==> config.mk <==
export PLATFORM = sky130hd
export DESIGN_NAME = gpio_port_ovr
export DESIGN_NICKNAME = d
export VERILOG_FILES = /design/src/rtl/gpio_ovr_pkg.sv /design/src/rtl/gpio_sync.sv /design/src/rtl/gpio_regs.sv /design/src/rtl/gpio_pin_mux.sv /design/src/rtl/gpio_port_ovr.sv
export SDC_FILE = /design/constraint.sdc
export NUM_CORES = 1
export LEC_CHECK = 0
export ABC_AREA = 1
export BUFFER_PORTS_ARGS = -buffer_cell sky130_fd_sc_hd__buf_2
export CAP_MARGIN = 0
export CORE_ASPECT_RATIO = 1.1
export CORE_MARGIN = 2
export CORE_UTILIZATION = 40
export CTS_BUF_LIST = sky130_fd_sc_hd__clkbuf_4 sky130_fd_sc_hd__clkbuf_8 sky130_fd_sc_hd__clkbuf_16
export DETAILED_ROUTE_END_ITERATION = 6
export PLACE_DENSITY_LB_ADDON = 0.25
export SETUP_SLACK_MARGIN = 0.5
export SLEW_MARGIN = 10
export SYNTH_ARGS = -nofsm -noshare
export SYNTH_HDL_FRONTEND = slang
export SYNTH_SLANG_ARGS = --single-unit
==> constraint.sdc <==
create_clock -name clk -period 0.98 [get_ports clk]
set_input_delay 0.098 -clock clk [delete_from_list [all_inputs] [get_ports clk]]
set_output_delay 0.098 -clock clk [all_outputs]
set_load 0.02 [all_outputs]
==> src/rtl/gpio_ovr_pkg.sv <==
package gpio_ovr_pkg;
  localparam int PORT_W = 8;
  localparam int SPI_LO = 2;
  localparam int SPI_N  = 3;
  localparam int SS_PIN = 5;
  localparam int BUS_LO = 6;
  localparam int SYNC_N = SS_PIN - SPI_LO + 1;

  typedef enum logic [1:0] {ROLE_GP, ROLE_SPI_IO, ROLE_SS, ROLE_BUS} pin_role_e;

  typedef struct packed {
    logic oe;
    logic val;
  } pin_drv_t;

  function automatic pin_role_e role_of(input int idx);
    if (idx >= BUS_LO) return ROLE_BUS;
    if (idx == SS_PIN) return ROLE_SS;
    if (idx >= SPI_LO && idx < SPI_LO + SPI_N) return ROLE_SPI_IO;
    return ROLE_GP;
  endfunction

  function automatic pin_drv_t gp_drive(input logic dir, input logic latch);
    pin_drv_t d;
    d.oe  = dir;
    d.val = latch;
    return d;
  endfunction

  function automatic pin_drv_t spi_io_drive(input logic en, input logic req,
                                            input logic dir, input logic latch,
                                            input logic sval);
    pin_drv_t d;
    if (!en) return gp_drive(dir, latch);
    d.oe  = req & dir;
    d.val = sval;
    return d;
  endfunction

  function automatic pin_drv_t ss_drive(input logic en, input logic master,
                                        input logic dir, input logic latch);
    pin_drv_t d;
    if (en && !master) begin
      d.oe  = 1'b0;
      d.val = latch;
      return d;
    end
    return gp_drive(dir, latch);
  endfunction

  function automatic pin_drv_t bus_drive(input logic ext, input logic dir,
                                         input logic latch, input logic strobe);
    pin_drv_t d;
    if (!ext) return gp_drive(dir, latch);
    d.oe  = 1'b1;
    d.val = strobe;
    return d;
  endfunction

  function automatic logic read_bit(input logic oe, input logic val, input logic sensed);
    return oe ? val : sensed;
  endfunction

  function automatic logic fault_of(input logic en, input logic master,
                                    input logic dir, input logic ss_level);
    return en & master & ~dir & ~ss_level;
  endfunction
endpackage

==> src/rtl/gpio_sync.sv <==
module gpio_sync #(
  parameter int W      = 8,
  parameter int STAGES = 2
) (
  input  logic         clk,
  input  logic         rst_n,
  input  logic [W-1:0] d,
  output logic [W-1:0] q
);
  logic [W-1:0] chain [STAGES];

  generate
    for (genvar s = 0; s < STAGES; s++) begin : g_stage
      if (s == 0) begin : g_first
        always_ff @(posedge clk or negedge rst_n) begin
          if (!rst_n) chain[0] <= '0;
          else        chain[0] <= d;
        end
      end else begin : g_next
        always_ff @(posedge clk or negedge rst_n) begin
          if (!rst_n) chain[s] <= '0;
          else        chain[s] <= chain[s-1];
        end
      end
    end
  endgenerate

  assign q = chain[STAGES-1];
endmodule

==> src/rtl/gpio_regs.sv <==
module gpio_regs #(
  parameter int              ADDR_W   = 8,
  parameter int              W        = 8,
  parameter logic [ADDR_W-1:0] DATA_OFS = 8'h08,
  parameter logic [ADDR_W-1:0] DIR_OFS  = 8'h09
) (
  input  logic              clk,
  input  logic              rst_n,
  input  logic [ADDR_W-1:0] addr,
  input  logic              we,
  input  logic [W-1:0]      wdata,
  output logic [W-1:0]      latch_q,
  output logic [W-1:0]      dir_q,
  output logic              data_wr,
  output logic              dir_wr
);
  assign data_wr = we && (addr == DATA_OFS);
  assign dir_wr  = we && (addr == DIR_OFS);

  always_ff @(posedge clk or negedge rst_n) begin
    if (!rst_n) begin
      latch_q <= '0;
      dir_q   <= '0;
    end else begin
      if (data_wr) latch_q <= wdata;
      if (dir_wr)  dir_q   <= wdata;
    end
  end
endmodule

==> src/rtl/gpio_pin_mux.sv <==
module gpio_pin_mux
  import gpio_ovr_pkg::*;
(
  input  logic [PORT_W-1:0] dir_q,
  input  logic [PORT_W-1:0] latch_q,
  input  logic              spi_en,
  input  logic              spi_master,
  input  logic [SPI_N-1:0]  spi_req,
  input  logic [SPI_N-1:0]  spi_val,
  input  logic              bus_ext,
  input  logic              bus_as,
  input  logic              bus_rw,
  output logic [PORT_W-1:0] pin_oe,
  output logic [PORT_W-1:0] pin_out
);
  generate
    for (genvar i = 0; i < PORT_W; i++) begin : g_pin
      pin_drv_t drv;
      if (role_of(i) == ROLE_BUS) begin : g_bus
        assign drv = bus_drive(bus_ext, dir_q[i], latch_q[i],
                               (i == BUS_LO) ? bus_as : bus_rw);
      end else if (role_of(i) == ROLE_SS) begin : g_ss
        assign drv = ss_drive(spi_en, spi_master, dir_q[i], latch_q[i]);
      end else if (role_of(i) == ROLE_SPI_IO) begin : g_spi
        assign drv = spi_io_drive(spi_en, spi_req[i-SPI_LO], dir_q[i],
                                  latch_q[i], spi_val[i-SPI_LO]);
      end else begin : g_gp
        assign drv = gp_drive(dir_q[i], latch_q[i]);
      end
      assign pin_oe[i]  = drv.oe;
      assign pin_out[i] = drv.val;
    end
  endgenerate
endmodule

==> src/rtl/gpio_port_ovr.sv <==
module gpio_port_ovr
  import gpio_ovr_pkg::*;
#(
  parameter int                ADDR_W      = 8,
  parameter logic [ADDR_W-1:0] DATA_OFS    = 8'h08,
  parameter logic [ADDR_W-1:0] DIR_OFS     = 8'h09,
  parameter int                SYNC_STAGES = 2
) (
  input  logic              clk,
  input  logic              rst_n,
  input  logic [ADDR_W-1:0] reg_addr,
  input  logic              reg_we,
  input  logic [7:0]        reg_wdata,
  output logic [7:0]        reg_rdata,
  input  logic [7:0]        pin_in,
  output logic [7:0]        pin_out,
  output logic [7:0]        pin_oe,
  input  logic              spi_en,
  input  logic              spi_master,
  input  logic [2:0]        spi_drv_req,
  input  logic [2:0]        spi_drv_val,
  output logic [3:0]        spi_pin_sync,
  output logic              spi_mode_fault,
  input  logic              bus_ext,
  input  logic              bus_as,
  input  logic              bus_rw
);
  logic [PORT_W-1:0] latch_q;
  logic [PORT_W-1:0] dir_q;
  logic [PORT_W-1:0] sync_q;
  logic [PORT_W-1:0] rd_pins;
  logic              data_wr;
  logic              dir_wr;

  gpio_regs #(
    .ADDR_W(ADDR_W), .W(PORT_W), .DATA_OFS(DATA_OFS), .DIR_OFS(DIR_OFS)
  ) u_regs (
    .clk(clk), .rst_n(rst_n), .addr(reg_addr), .we(reg_we), .wdata(reg_wdata),
    .latch_q(latch_q), .dir_q(dir_q), .data_wr(data_wr), .dir_wr(dir_wr)
  );

  gpio_sync #(.W(PORT_W), .STAGES(SYNC_STAGES)) u_sync (
    .clk(clk), .rst_n(rst_n), .d(pin_in), .q(sync_q)
  );

  gpio_pin_mux u_mux (
    .dir_q(dir_q), .latch_q(latch_q), .spi_en(spi_en), .spi_master(spi_master),
    .spi_req(spi_drv_req), .spi_val(spi_drv_val), .bus_ext(bus_ext),
    .bus_as(bus_as), .bus_rw(bus_rw), .pin_oe(pin_oe), .pin_out(pin_out)
  );

  always_comb begin
    for (int i = 0; i < PORT_W; i++)
      rd_pins[i] = read_bit(pin_oe[i], pin_out[i], sync_q[i]);
  end

  always_comb begin
    if (reg_addr == DATA_OFS)     reg_rdata = rd_pins;
    else if (reg_addr == DIR_OFS) reg_rdata = dir_q;
    else                          reg_rdata = '0;
  end

  assign spi_pin_sync   = sync_q[SS_PIN:SPI_LO];
  assign spi_mode_fault = fault_of(spi_en, spi_master, dir_q[SS_PIN], sync_q[SS_PIN]);
endmodule

# --- Yosys cells after proc, flatten, opt, wreduce, memory -nomap -nowiden ---
# Cells that the tools add are included.
totals:
  wordCells: 36
  out_inout_bits: 29
  register_bits: 32
  input_bits: 38
op_classes:
  eq_ne: 2
  n_bitwise: 8
  mux: 18
  n_reduce_logical: 4
op_table:
  columns: ["operator", "n"]
  rows:
  - ["8-bit by 4-bit == test with 1-bit output, second input constant", 2]
  - ["8-bit 2-to-1 mux", 2]
  - ["2-bit 2-to-1 mux", 7]
  - ["1-bit 2-to-1 mux", 9]
  - ["1-bit bitwise AND", 6]
  - ["1-bit logical AND", 3]
  - ["1-bit NOT", 2]
  - ["1-bit zero test", 1]

# --- Depth between registers and ports, before layout ---
# Gate-level depths: netlist of the first run.
logic_depth:
  depth_word: 6
  depth_mapped: 7
  mapped_depth_nobuf: 7

# --- By module ---
# From an unflattened synthesis of the first run, not the netlist that was laid out.
hier_totals:
  hier_cells: 213
  hier_area_um2: 1824.2
by_module_without_submodules:
  columns: ["module", "cells_per_inst", "area_each_um2", "instances", "seq_area_each_um2"]
  rows:
  - ["gpio_regs", 87, 795.8, 1, 400.4]
  - ["gpio_sync", 24, 460.4, 1, 400.4]
  - ["gpio_port_ovr", 66, 366.6, 1, 0.0]
  - ["gpio_pin_mux", 36, 201.4, 1, 0.0]

# --- Worst setup path after synthesis of the first run ---
# OpenSTA, ideal clock, no wires.
synth_path:
  path_kind: "flip-flop to output port"
  start: "register u_regs.dir_q[2]"
  end: "output port reg_rdata[2]"
  required_ps: 882
  arrival_ps: 1263
  stages_incl_launch_ff: 5
  n_path_buf: 0
  setup_slack_ps: -381
  path_cell_list: "dfrtp_1 a21boi_0 nand2_1 nand3_1 nand2_1"
synth_between:
  elab_chain_cells: 4
  word_cells_on_any_way: 5
  cone_classes: "mux: 4; bitwise: 1"
synth_lines:
  columns: ["element", "line", "source"]
  rows:
  - ["start, declared", "gpio_regs.sv:13", "output logic [W-1:0] dir_q,"]
  - ["start signal, assigned", "gpio_regs.sv:26", "if (dir_wr) dir_q <= wdata;"]
  - ["1-bit bitwise AND", "gpio_ovr_pkg.sv:35", "d.oe = req & dir;"]
  - ["2-bit 2-to-1 mux *", "gpio_ovr_pkg.sv:35", null]
  - ["net pin_oe[2]", "gpio_port_ovr.sv:17", "output logic [7:0] pin_oe,"]
  - ["1-bit 2-to-1 mux *", "gpio_ovr_pkg.sv:61", "return oe ? val : sensed;"]
  - ["8-bit 2-to-1 mux *", "gpio_port_ovr.sv:58", "if (reg_addr == DATA_OFS) reg_rdata = rd_pins;"]
  - ["end, declared", "gpio_port_ovr.sv:14", "output logic [7:0] reg_rdata,"]
# Mark *: on every way through the listed nets, which the timed path passes. The rest lies on a longest branch.

# --- Worst setup path after layout of the first run ---
layout_path:
  start: "register u_regs.dir_q[6]"
  end: "output port reg_rdata[6]"
layout_between:
  elab_chain_cells: 3
  word_cells_on_any_way: 4
  cone_classes: "mux: 4"
layout_lines:
  columns: ["element", "line", "source"]
  rows:
  - ["2-bit 2-to-1 mux", "gpio_ovr_pkg.sv:55", "d.oe = 1'b1;"]
  - ["1-bit 2-to-1 mux", "gpio_ovr_pkg.sv:61", null]
  - ["8-bit 2-to-1 mux *", "gpio_port_ovr.sv:58", null]
# Every way passes the cells marked *; elsewhere a longest branch is shown, timed or not.

==> results.md, run 1 <==
* Status: complete, but fails checks
* Failing checks: negative hold slack, negative setup slack
* Syn Nets at 246
* Crit start category: flip-flop
* Port bufs at 66
* Fraction of layout cells with a size suffix above 1 at 0.600
* Initial Utilization at 0.416
* Cell-by-cell trace of the critical path: nor2_2 -> inv_2 -> nand2_1 -> nand2_1 -> nand2_1 -> nand2_2 -> buf_6
* Syn. warnings at 0
* Mux cell area share after synthesis at 0
* Mean Syn Cell Area at 7.86 sq um
* All-layer global routing usage at 0.181
* Period utilisation layout at 1.32
* Clock sink count at 32
* Slew Limit Fails at 0
* Latest clock arrival within the worst-skew pair at 0.26 ns
* Placement Setup Slack at -0.199 ns
* Leakage at 0.00158 uW
* Largest family of logic cells by synthesized area: simple AND/OR/NAND/NOR gates
* Final hold vios at 32
* Nets at 352
* Met2 usage at 0.342
* Peak VDD IR at 1.00 mV
* PwrDens at 1050 nW/um^2
* Worst Tran Pin Value at 0.337 ns
* Cells after Synth at 208
* Number of iterations in the first detailed-routing pass at 4
* Post-route setup slack at -0.309 ns
* Number of global-route vias before repair at 1536
* Iteration-0 DRC count of the detailed router at 27
* Yosys reg bits at 32
* Fmax at 776 MHz
* Area Overhead vs Synth at 81.1%
* Filler instances at 275
* TritonCTS Buffers at 5
* RSZ-0062 raised after global routing: yes
* Setup TNS Final at -4.48 ns
* Global routing's busiest layer: met2
* Hold crit path type: primary input to async pin
* Crit path DAT at 1.19 ns
* Hpwl dp at 2.85 mm
* Routed Antenna Nets at 0
* Pin count of the biggest net entering global routing at 15
* Synth Area in Compound Gates at 0.0291
* Detailed Route WL at 4.30 mm
* Most numerous cell on the critical path: nand2_1
* First-pass GRT wire length at 6.49 mm
* Residual DRC at 0
* Synth Area in XOR/XNOR at 0
* Met1 global-route usage at 0.206
* Dominant cells by area after synthesis: dfrtp_1 49%, nand2_1 21%, nand3_1 6.1%
* Syn Std Cell Area at 1640 sq um
* CTS root buf: clkbuf_8
* Crit-path max FO at 2
* Antenna Cells at 0
* # IOs at 67
* Via count at 1666
* Final period demand of the worst path at 1.29 ns
* Final GP Congestion at 0.730
* Cell variety after synth at 19
* Chip height at 71.1 microns
* Simple-gate area share of the yosys netlist at 0.352
* Register area share after synthesis at 0.490
* Core area at 3930 sq um
* Worst slew margin at 0.775
* CP Class: flip-flop to output pin
* Vias per cell at 4.54
* Met3 GRT Util at 0.0286
* CTS Buffer Depth at 2
* Min Hold Slack at -0.275 ns
* Initial antenna violation count at 0
* Max Cap Viol at 0
* Site row count at 24
* Clk slew on worst S/H paths at 0.06 ns
* Setup-failing EPs final at 22
* Clock Skews at 0.000227 ns
* Adder-cell share of the synthesized area at 0
* Total power draw at 3120 uW
* Max incr delay on CP at 0.40 ns
* Post-synth top area cell: dfrtp_1
* Critical Path RT at 0.88 ns
* Die ar. at 4620 sq um
* DR WL/cell at 11.7 microns
* H-tree Lvls at 2
* Grt total ovfl at 0
* CTS tree: done
* Slowest cell on crit path: dfrtp_1
* Die width at 65.0 microns
* Post-synth top area share at 0.490
* Crit end category: output pin
[through the flow]
stage	cell area, sq um	instances	util
after floorplan	1820	208	-
after global placement	2280	333	0.579
after detailed placement	2280	333	0.579
after CTS	2680	352	0.681
after global routing	2960	367	0.753
final	2960	367	0.753
[critical path: cells and delay by family, from the launching register on]
family / cells / cell delay [ns]
flip-flops: 1 / 0.40
AND/OR/NAND/NOR: 5 / 0.35
buffers and inverters: 2 / 0.17
[cell usage after synthesis]
cell type	instances
nor2_2	1
buf_2	1
nand3_1	20
nand2_2	1
inv_2	4
nor2_8	1
nand2_4	1
o21ai_1	2
nand3_2	2
buf_4	9
nor2_4	4
nand2_1	91
nor2_1	5
buf_6	3
dfrtp_1	32
nor4_1	1
inv_1	24
o21ai_0	3
a21boi_0	3
[layer usage]
metal  up-vias  wire [microns]
met5         -               0
met4         0              65
met3         6             213
met2        47            2400
met1       775            1620
li1        838               -
[registers in the layout (all words and copies together) (netlist names)]
signal and count:
u_sync.q 8, u_regs.dir_q 8, u_sync.chain 8, u_regs.latch_q 8
[area by class of cell]
class,count,area [sq um],area share
Tap cell,52,65.1,0.0220
Sequential cell,32,802,0.271
Clock buffer,8,97.6,0.0330
Timing Repair Buffer,111,1030,0.347
Inverter,28,115,0.0389
Multi-Input combinational cell,136,853,0.288
[kinds of logic (layout without fill, tap and decap cells)]
| family | Yosys count | in the layout |
|---|---|---|
| flip-flops | 32 | 32 |
| buffers and inverters | 41 | 147 |
| AND/OR/NAND/NOR | 127 | 128 |
| AO/OA/AOI/OAI | 8 | 8 |
[worst paths after layout]
check / from / endpoint / slack, ns / depth (start not counted)
setup reg to reg: u_regs.dir_q[2]$_DFFE_PN0P_ / u_regs.dir_q[2]$_DFFE_PN0P_ / 0.10 / 4
setup / recovery: u_regs.dir_q[6]$_DFFE_PN0P_ / reg_rdata[6] / -0.31 / 7
hold reg to reg: u_sync.chain[11]$_DFF_PN0_ / u_sync.q[3]$_DFF_PN0_ / 0.35 / 0
min in group clk: pin_in[7] / u_sync.chain[15]$_DFF_PN0_ / -0.07 / 1
max in group asynchronous: rst_n / u_sync.chain[10]$_DFF_PN0_ / 0.83 / 2
hold / removal: rst_n / u_sync.q[2]$_DFF_PN0_ / -0.27 / 1
[repair_timing]
item,CTS,global route
gates resized for setup,63,48
buffers inserted,9,15
setup endpoints to repair,45,47
hold endpoints to repair,32,20
pin swaps,17,22
gates cloned,2,0
[power breakdown]
| part | switching [uW] | internal (uW) | total (uW) |
|---|---|---|---|
| Combinational | 319 | 339 | 659 |
| Sequential | 41.4 | 1390 | 1430 |
| Clock | 407 | 627 | 1030 |
[cell usage in the layout, fill, tap and decap left out]
master	count
nor2_4	7
buf_2	31
o21ai_2	2
dfrtp_2	1
nand3_1	7
buf_16	1
nand2_2	22
nor2_2	4
buf_12	4
nand2_1	69
nor4_4	1
clkbuf_8	6
inv_4	1
a21boi_4	3
dfrtp_1	31
o21ai_0	3
buf_6	48
nand2_4	2
inv_2	10
buf_8	3
nand3_2	13
nand3_4	2
buf_4	24
inv_8	1
nor2_8	1
clkbuf_4	2
inv_1	16
Note: power is estimated with default switching activity, not from simulation.
==> inputs of run 2 (changes only) <==
--- a/config.mk
+++ b/config.mk
@@ -11,10 +11,11 @@
 export CORE_ASPECT_RATIO = 1.1
 export CORE_MARGIN = 2
 export CORE_UTILIZATION = 40
-export CTS_BUF_LIST = sky130_fd_sc_hd__clkbuf_4 sky130_fd_sc_hd__clkbuf_8 sky130_fd_sc_hd__clkbuf_16
 export DETAILED_ROUTE_END_ITERATION = 6
+export MAX_ROUTING_LAYER = met4
 export PLACE_DENSITY_LB_ADDON = 0.25
 export SETUP_SLACK_MARGIN = 0.5
+export SKIP_LAST_GASP = 1
 export SLEW_MARGIN = 10
 export SYNTH_ARGS = -nofsm -noshare
 export SYNTH_HDL_FRONTEND = slang
==> results.md, run 2 (synthesis gave the netlist of run 1 again) <==
* Crit-path max FO at 2 (unchanged)
* Area Overhead vs Synth at 78.9%
* Status: complete, but fails checks
* Site row count at 24 (unchanged)
* Chip height at 71.1 microns (unchanged)
* Die width at 65.0 microns (unchanged)
* Worst Tran Pin Value at 0.333 ns (-0.00372 ns)
* CTS Buffer Depth at 2 (unchanged)
* Switch share at 0.255 (+0.00950)
* Crit path DAT at 1.20 ns (about the same)
* RSZ-0062 raised after global routing: yes
* Final GP Congestion at 0.739 (+1.2%)
* DR WL/cell at 11.8 microns (+0.94%)
* Vias per cell at 4.53 (-0.12%)
* Flop pwr share at 0.465 (+0.007)
* Max Cap Viol at 0 (unchanged)
* Worst r2r path cells at 4 (unchanged)
* H-tree Lvls at 2 (unchanged)
* Global routing's busiest layer: met2
* Clk slew on worst S/H paths at 0.06 ns (about the same)
* Setup TNS Final at -4.76 ns (-0.278 ns)
* Reg-to-reg slack, setup at 0.11 ns (about the same)
* Post-route setup slack at -0.323 ns (-0.0137 ns)
* Via count at 1673 (+0.42%)
* Most frequent cells in the layout: 71 x nand2_1, 45 x buf_6, 34 x buf_2, 31 x dfrtp_1, 28 x buf_4
* First-pass GRT wire length at 6.41 mm (-1.3%)
* CTS root buf: clkbuf_8
* Hpwl dp at 2.85 mm (unchanged)
* Initial Utilization at 0.416 (unchanged)
* Setup-failing EPs final at 22 (unchanged)
* Iteration-0 DRC count of the detailed router at 31 (+15%)
* # IOs at 67 (unchanged)
* Antenna Cells at 0 (unchanged)
* Combinational power share at 0.211 (about the same)
* Slew Limit Fails at 0 (unchanged)
* Clock sink count at 32 (unchanged)
* Latest clock arrival within the worst-skew pair at 0.27 ns (about the same)
* Register Area at 802 sq um (unchanged)
* CP Class: flip-flop to output pin
* Port bufs at 66 (unchanged)
* Filler instances at 293 (+6.5%)
* Leakage at 0.00157 uW (-0.38%)
* Detailed Route WL at 4.36 mm (+1.5%)
* Crit end category: output pin
* Reg2Reg Launch Point: u_regs.dir_q[2]$_DFFE_PN0P_
* Placement Setup Slack at -0.199 ns (unchanged)
* Met2 usage at 0.339 (-0.00344)
* Met3 GRT Util at 0.0286 (unchanged)
* Number of iterations in the first detailed-routing pass at 4 (unchanged)
* Peak VDD IR at 1.24 mV (+24%)
* Failing checks: negative hold slack, negative setup slack
* Critical Path RT at 0.88 ns (about the same)
* Worst slew margin at 0.778 (+0.00248)
* TritonCTS Buffers at 5 (unchanged)
* Hold crit path type: primary input to async pin
* Worst r2r dst: u_regs.dir_q[2]$_DFFE_PN0P_
* Nets at 354 (+0.57%)
* Fmax at 767 MHz (-1.1%)
* Final period demand of the worst path at 1.30 ns (+0.0137 ns)
* All-layer global routing usage at 0.186 (+0.00516)
* Area taken by multi-input logic gates at 843 sq um (-1.2%)
* Fraction of layout cells with a size suffix above 1 at 0.587 (-0.0132)
* Met1 global-route usage at 0.203 (-0.00311)
* Clock Skews at 0.000228 ns (+0.000000694 ns)
* Period utilisation layout at 1.33 (+0.0140)
* CTS tree: done
* Final hold vios at 32 (unchanged)
* Min Hold Slack at -0.286 ns (-0.0118 ns)
* PwrDens at 1050 nW/um^2 (-0.35%)
* Die ar. at 4620 sq um (unchanged)
* Grt total ovfl at 0 (unchanged)
* NetSw at 784 uW (+2.2%)
* Initial antenna violation count at 0 (unchanged)
* Final Util at 0.744 (-0.00922)
* Residual DRC at 0 (unchanged)
* Crit start category: flip-flop
* Number of global-route vias before repair at 1502 (-2.2%)
* Commonest non-fill, non-tap cell in the layout: nand2_1
* Core area at 3930 sq um (unchanged)
* Routed Antenna Nets at 0 (unchanged)
* Pin count of the biggest net entering global routing at 15 (unchanged)
* Clock power frac at 0.324 (-0.007)
* P_int at 2290 uW (-2.8%)
## run 2: cell types whose count changed in the layout (fill, tap and decap cells not counted), sizes merged
cell / before / now
buf: 111 / 113
## run 2: worst max-delay path by stage
stage | start | to | slack (ns)
final | u_regs.dir_q[6]$_DFFE_PN0P_ | reg_rdata[6] | -0.32
after global routing | u_regs.latch_q[3]$_DFFE_PN0P_ | reg_rdata[3] | -0.38
after CTS | u_regs.dir_q[6]$_DFFE_PN0P_ | reg_rdata[6] | -0.32
after detailed placement | reg_addr[3] | reg_rdata[3] | -0.20
after global placement | reg_addr[3] | reg_rdata[4] | -0.17
after floorplan | u_regs.dir_q[2]$_DFFE_PN0P_ | reg_rdata[2] | 0.03
## run 2: stage by stage
stage,instances,power (uW),instance area [sq um]
2_1_floorplan,208,1710,1820
3_3_place_gp,333,1920,2280
3_5_place_dp,333,1920,2280
4_1_cts,352,3000,2620
5_1_grt,369,3210,2930
6_report,369,3070,2930
## run 2: layer usage
layer | vias to the layer above | wire length (microns)
met5 | - | 0
met4 | 0 | 71
met3 | 7 | 182
met2 | 43 | 2430
met1 | 783 | 1680
li1 | 840 | -
## run 2: critical path, stage by stage (launching register included)
cell	delay [ns]
dfrtp_1	0.40
nor2_2	0.15
inv_2	0.05
nand2_1	0.05
nand2_1	0.04
nand2_1	0.06
nand2_2	0.05
buf_6	0.12
## run 2: layout make-up
type / count / area share
sequential: 32 / 0.274
tap: 52 / 0.0222
inverter: 28 / 0.0393
timing repair buffer: 113 / 0.345
multi-input combinational: 136 / 0.288
clock buffer: 8 / 0.0308
## run 2: power groups by stage
stage,registers [uW],logic [uW],clock network [uW]
finish,1430,648,996
global placement,1440,472,0
CTS,1420,554,1020
floorplan,1440,271,0
global route,1430,701,1070
detailed placement,1450,479,0
## run 2: repair_timing
action / 4_1_cts / 5_1_grt
endpoints found under the hold margin: 32 / 20
endpoints found under the setup margin: 45 / 47
resized for setup: 50 / 50
gates cloned: 2 / 0
setup buffers: 9 / 17
pin swaps: 16 / 22
